### config.mk
export PLATFORM = sky130hd
export DESIGN_NAME = eprom_mode_dec
export DESIGN_NICKNAME = d
export VERILOG_FILES = /design/src/rtl/eprom_pkg.sv /design/src/rtl/eprom_mode_dec.sv
export SDC_FILE = /design/constraint.sdc
export NUM_CORES = 1
export LEC_CHECK = 0
export BUFFER_PORTS_ARGS = -buffer_cell sky130_fd_sc_hd__buf_2
export CORE_AREA = 2 2 39 41
export DETAILED_ROUTE_END_ITERATION = 16
export DIE_AREA = 0 0 41 43
export SLEW_MARGIN = 30
export SYNTH_ARGS = -nofsm -noshare
export SYNTH_HDL_FRONTEND = slang
export SYNTH_SLANG_ARGS = --single-unit
### constraint.sdc
create_clock -name vclk -period 1.37
set_input_delay 0 -clock vclk [all_inputs]
set_output_delay 0 -clock vclk [all_outputs]
set_load 0.01 [all_outputs]
### src/rtl/eprom_pkg.sv
package eprom_pkg;

  localparam int BYTE_W = 8;

  typedef enum logic [2:0] {
    MD_STANDBY,
    MD_INHIBIT,
    MD_PROGRAM,
    MD_DISABLE,
    MD_READ,
    MD_IDENT
  } mode_e;

  // Appends an odd-parity bit in bit 7.
  function automatic logic [BYTE_W-1:0] odd_id(input logic [BYTE_W-2:0] raw);
    return {~(^raw), raw};
  endfunction

endpackage

### src/rtl/eprom_mode_dec.sv
module eprom_mode_dec
  import eprom_pkg::*;
#(
  parameter int ADDR_W   = 10,
  parameter int HV_BIT   = 9
) (
  input  logic              ce_n,
  input  logic              oe_n,
  input  logic              vpp_hi,
  input  logic              a9_hv,
  input  logic [ADDR_W-1:0] addr,
  output mode_e             mode,
  output logic              id_addr_ok
);

  localparam logic [ADDR_W-1:0] FREE_BITS = ADDR_W'(1) | (ADDR_W'(1) << HV_BIT);
  localparam logic [ADDR_W-1:0] ID_MASK   = ~FREE_BITS;

  always_comb begin
    if (ce_n) begin
      mode = vpp_hi ? MD_INHIBIT : MD_STANDBY;
    end else if (vpp_hi) begin
      mode = MD_PROGRAM;
    end else if (oe_n) begin
      mode = MD_DISABLE;
    end else if (a9_hv) begin
      mode = MD_IDENT;
    end else begin
      mode = MD_READ;
    end
  end

  assign id_addr_ok = ((addr & ID_MASK) == '0);

endmodule

# Word level (Yosys, flattened, before mapping)
# Index checks and enable logic that the tools add are counted.
classes:
  n_addsub: 0
  shift: 0
  eq_ne: 0
  n_reduce_logical: 1
  n_div: 0
  bitwise: 0
  magnitude_cmp: 0
  mul: 0
  n_mux: 5
op_table:
  columns: ["cell", "n"]
  rows:
  - ["10-bit logical NOT", 1]
  - ["3-bit two-way mux", 3]
  - ["1-bit two-way mux", 2]
totals:
  inputBits: 14
  memories: 0
  latch_bits: 0
  register_bits: 0
  romBits: 0
  ram_bits: 0
  elab_cells: 6
  output_inout_bits: 4

# Longest topological paths before layout
# Gate-level depths: netlist of run 1.
logic_depth:
  ltp_word: 4
  depth_mapped: 2
  mapped_depth_nobuf: 2

# Worst setup path after synthesis of run 1
# OpenSTA, ideal clock, no wires.
synth_timing:
  kind: "input to output"
  startpoint: "input port addr[6]"
  endpoint: "output port id_addr_ok"
  t_required_ps: 1370
  arrival_time_ps: 697
  setup_slack_ps: 673
  cell_stages: 2
  path_buffers: 0
  path_cell_list: "or4_1 > nor2_1"
synth_between:
  elab_chain_cells: 1
synth_lines:
  columns: ["element", "line_no", "text"]
  rows:
  - ["start: declaration", "eprom_mode_dec.sv:11", "input logic [ADDR_W-1:0] addr,"]
  - ["10-bit logical NOT", "eprom_mode_dec.sv:33", "assign id_addr_ok = ((addr & ID_MASK) == '0);"]
  - ["end: declaration", "eprom_mode_dec.sv:13", "output logic id_addr_ok"]
# No other way between the ends.

# Worst setup path after layout of run 1
# Ends and elaborated chain as after synthesis.

==> results of run 1 <==
==> logic make-up (layout without fill, tap and decap cells) <==
kind of cell,count (synthesis),in the layout,synth area share
compound gates,2,2,0.263
buf+inv,0,16,0
simple gates,7,7,0.737
==> synth_stat cells (all sizes together) <==
library cell / count / share of area
nor2: 3 / 0.24
or4: 2 / 0.32
nand2: 1 / 0.079
nor3: 1 / 0.11
o21ai: 1 / 0.11
o21bai: 1 / 0.16
==> power breakdown <==
group	internal [mW]	total [mW]	switching, mW
combinational	0.0192	0.0340	0.0148
sequential	0	0	0
clock	0	0	0
total	0.0192	0.0340	0.0148
==> per-stage QoR <==
step / cells / utilization / hold WS, ns / total power, mW
floorplan: 9 / - / 0.0467 / 0.00932
CTS: 41 / 0.107 / 0.271 / 0.0342
detailed placement: 41 / 0.107 / 0.270 / 0.0341
finish: 41 / 0.107 / 0.272 / 0.0340
global route: 41 / 0.107 / 0.283 / 0.0372
global placement: 41 / 0.107 / 0.272 / 0.0329
==> worst max path at each step <==
stage | to | slack, ns | depth (start not counted)
2_1_floorplan | id_addr_ok | 0.67 | 2
3_3_place_gp | id_addr_ok | 0.52 | 4
3_5_place_dp | id_addr_ok | 0.50 | 4
4_1_cts | id_addr_ok | 0.50 | 4
5_1_grt | id_addr_ok | 0.46 | 4
6_report | id_addr_ok | 0.51 | 4
==> layout make-up <==
type	count	area, um2	area share
Timing Repair Buffer	16	80.1	0.542
Tap cell	16	20.0	0.136
Multi-Input combinational cell	9	47.5	0.322
==> routing by layer <==
| metal | up-vias | GRT usage | share of wire |
|---|---|---|---|
| met5 | - | 0 | 0 |
| met4 | 0 | 0 | 0 |
| met3 | 0 | 0.0105 | 0.21 |
| met2 | 16 | 0.0250 | 0.22 |
| met1 | 39 | 0.0633 | 0.57 |
| li1 | 67 | - | - |
==> worst min-delay path, stage by stage <==
cell and delay [ns]:
sky130_fd_sc_hd__buf_2 0.10, sky130_fd_sc_hd__nor3_1 0.05, sky130_fd_sc_hd__buf_2 0.13
==> impl_results.md, run 1 <==
- Detailed-route wire length: 325 um
- Static power due to leakage: 0.0802 nW
- Critical Path AT: 0.86 ns
- Setup fix buffers added after clock tree synthesis: 0
- Crit share post-route: 0.629
- RSZ-0062 raised after global routing: false
- Commonest cells after routing, fill and taps aside: sky130_fd_sc_hd__buf_2, sky130_fd_sc_hd__nor2_1, sky130_fd_sc_hd__or4_1
- Area of all sequential standard cells: 0 um2
- Worst setup margin: 0.509 ns
- Data required time of the worst path: 1.37 ns
- Most frequent cell on the critical path: sky130_fd_sc_hd__buf_2
- Initial antenna violation count: 0
- Worst Path Buf+Inv: 2
- Total negative slack: 0 ns
- Drt drc: 0
- Area of the core: 1380 um2
- Instance count of the mapped netlist: 9
- Worst-margin pin slew: 0.132 ns
- Port Buffer Count: 16
- First-pass GRT wire length: 365 um
- Number of setup violations in the final report: 0
- Clk_buf instances: 0
- Number of resized instances in the post-cts repair step: 0
- Hold-fix buffer count after cts: 0
- Commonest non-fill, non-tap cell in the layout: sky130_fd_sc_hd__buf_2
- Post-synthesis instance area: 47.5 um2
- Placed cell area: 148 um2
- Total overflow reported by the global router: 0
- Post-route standard cell area excluding fillers: 148 um2
- Synthesized area per cell: 5.28 um2
- Share of layout cells above drive strength 1: 0.640
- Initial Util: 0.0344
- Layout Area Growth over Synthesis: 211%
- Starting DRC count in detailed routing: 2
- Cells on Worst Hold Path: 3
- Kind of critical path: input pin to output pin
- Total power divided by cell area: 230 nW/um2
- Launch point of the worst hold path: oe_n
- Final RePlAce weighted congestion: 0.677
- Number of nets in the layout: 41
- HP Class: input pin to output pin
- Slowest cell on crit path: sky130_fd_sc_hd__or4_1
- Vias: 122
- Timing startpoint of the critical path: addr[6]
- Ant. Diodes: 0
- Crit path max-delay family: simple AND/OR/NAND/NOR gates
- Pre-CTS worst setup slack: 0.501 ns
- Vias per cell: 2.98
- Overall die area: 1760 um2
- DR pass1 iterations: 2
- Crit-path max cell delay: 0.51 ns
- GRT Overall Usage: 0.0300
- Count of maximum capacitance violations: 0
- Vias in the first global route: 80
- Status: complete, no violations
- Count of final hold-check violations: 0
- Width of the die: 41 um
- Number of nets with antenna violations after routing: 0
- Startpoint Class: input pin
- I/O pin cnt: 18
- Layout filler cell count: 161
- Min Clock Period, post-route: 0.861 ns
- FF+latch count: 0
- Hold endpoint: mode[2]
- CP Cell Sequence: buf_2 > or4_1 > nor2_1 > buf_2
- Worst-path fanout max: 1
- Fraction of the yosys area taken by sequential cells: 0
- Net count after synthesis: 23
- Max Slew Vio Count: 0
- Upper clock frequency limit: 1.16 GHz
- Die Ht: 43 um
- Number of distinct library cells after synthesis: 6
- Synth warnings: 0
- Row count: 14
- Post-DR wirelength/cell: 7.93 um
- Pin count of the biggest net entering global routing: 5
- Slew headroom: 0.911
- Maximum resistive drop on vdd: 0.0506 mV
- Worst setup EP type: output pin
No activity file was read; power rests on OpenSTA's default activity.
==> run 2: changes to the inputs <==
clock period = 0.8 ns   (was 1.37 ns; I/O delays follow)
==> run 2 against run 1 <==
Against the previous run:
- the flow now finishes with violations (setup timing)
- combinational power up 95%
- flip-flop and latch count unchanged
- core utilization up 1.2 points
- setup slack worse by 0.55 ns
- non-clock buffer count unchanged
- final area up 11%
- final cell count unchanged
- count of clock-buffer cells in the layout unchanged
- critical endpoint unchanged
==> impl_results.md, run 2 (synthesis results as in run 1) <==
- Crit-path max cell delay: 0.52 ns
- FF+latch count: 0
- Starting DRC count in detailed routing: 1
- Final core occ: 0.118
- Total internal power: 0.0400 mW
- Vias in the first global route: 84
- Startpoint Class: input pin
- Post-route standard cell area excluding fillers: 164 um2
- Setup fix buffers added after clock tree synthesis: 0
- Vias: 122
- Number of setup violations in the final report: 1
- HP Class: input pin to output pin
- Die Ht: 43 um
- Total power divided by cell area: 405 nW/um2
- Layout Area Growth over Synthesis: 245%
- I/O pin cnt: 18
- Fraction of power spent switching nets: 0.398
- Critical Path AT: 0.85 ns
- Kind of critical path: input pin to output pin
- Total overflow reported by the global router: 0
- Status: finished, violations left
- Sequential cell fraction of total power: 0
- Placed cell area: 148 um2
- Commonest cells after routing, fill and taps aside: sky130_fd_sc_hd__buf_2, sky130_fd_sc_hd__nor2_1, sky130_fd_sc_hd__buf_6
- Area of all sequential standard cells: 0 um2
- Crit path max-delay family: simple AND/OR/NAND/NOR gates
- Overall die area: 1760 um2
- CP Cell Sequence: buf_6 > or4_4 > nor2_1 > buf_2
- Slew headroom: 0.908
- First-pass GRT wire length: 407 um
- GRT Overall Usage: 0.0330
- Initial Util: 0.0344
- Worst setup margin: -0.0453 ns
- Final RePlAce weighted congestion: 0.658
- Area of the core: 1380 um2
- Number of nets with antenna violations after routing: 0
- Count of final hold-check violations: 0
- Share of layout cells above drive strength 1: 0.680
- Post-DR wirelength/cell: 8.56 um
- Data required time of the worst path: 0.80 ns
- Pin count of the biggest net entering global routing: 5
- Initial antenna violation count: 0
- Clock group share of total power: 0
- Worst setup EP type: output pin
- Maximum resistive drop on vdd: 0.0909 mV
- Detailed-route wire length: 351 um
- Max Slew Vio Count: 0
- Total negative slack: -0.0453 ns
- Min Clock Period, post-route: 0.845 ns
- DR pass1 iterations: 2
- Worst-margin pin slew: 0.137 ns
- Switching power: 0.0264 mW
- Count of maximum capacitance violations: 0
- Slowest cell on crit path: sky130_fd_sc_hd__or4_4
- Fin Hold WS: 0.271 ns
- Clk_buf instances: 0
- Port Buffer Count: 16
- Upper clock frequency limit: 1.18 GHz
- Combinational cell fraction of total power: 1.000
- Worst Path Buf+Inv: 2
- RSZ-0062 raised after global routing: true
- Vias per cell: 2.98
- Worst-path fanout max: 1
- Number of nets in the layout: 41
- Static power due to leakage: 0.0860 nW
- Row count: 14
- Width of the die: 41 um
- Commonest non-fill, non-tap cell in the layout: sky130_fd_sc_hd__buf_2
- Failing checks: setup timing
- Drt drc: 0
- Crit share post-route: 1.06
- Ant. Diodes: 0
run 2: cell types whose count changed in the layout (fill, tap and decap cells not counted):
cell	change
sky130_fd_sc_hd__or4_1	-1
sky130_fd_sc_hd__or4_4	+1
sky130_fd_sc_hd__buf_6	+2
sky130_fd_sc_hd__buf_2	-2
run 2: area by class of cell:
type	instances	area, um2
Tap cell	16	20.0
Timing Repair Buffer	16	92.6
Multi-Input combinational cell	9	51.3
Fill cell	166	1220
run 2: repair_timing:
item,4_1_cts,5_1_grt
gates resized for setup,2,1
hold buffers,0,0
endpoints found under the hold margin,0,0
pin swaps,0,2
endpoints found under the setup margin,1,1
run 2: stage by stage:
step	power, mW	setup WS (ns)	std cells
floorplan	0.0160	0.103	9
global placement	0.0592	-0.0674	41
detailed placement	0.0593	-0.0577	41
CTS	0.0643	-0.0347	41
global route	0.0735	-0.0776	41
finish	0.0664	-0.0453	41
run 2: path summary, 6_finish.rpt:
| path | start | end | slack (ns) | cells after the start |
|---|---|---|---|---|
| max | addr[3] | id_addr_ok | -0.05 | 4 |
| min | oe_n | mode[2] | 0.27 | 3 |
run 2: worst min-delay path, stage by stage:
cell	delay [ns]
sky130_fd_sc_hd__buf_2	0.10
sky130_fd_sc_hd__nor3_1	0.04
sky130_fd_sc_hd__buf_2	0.13
run 2: power by group through the flow:
stage | sequential (mW) | clock [mW] | combinational [mW]
6_report | 0 | 0 | 0.0664
5_1_grt | 0 | 0 | 0.0735
4_1_cts | 0 | 0 | 0.0643
3_5_place_dp | 0 | 0 | 0.0593
3_3_place_gp | 0 | 0 | 0.0592
2_1_floorplan | 0 | 0 | 0.0160
run 2: routing by layer:
layer,track usage,share of wire,vias to the layer above
met1,0.0728,0.49,40
met3,0.0105,0.28,0
met5,0,0,-
li1,-,-,66
met2,0.0250,0.23,16
met4,0,0,0
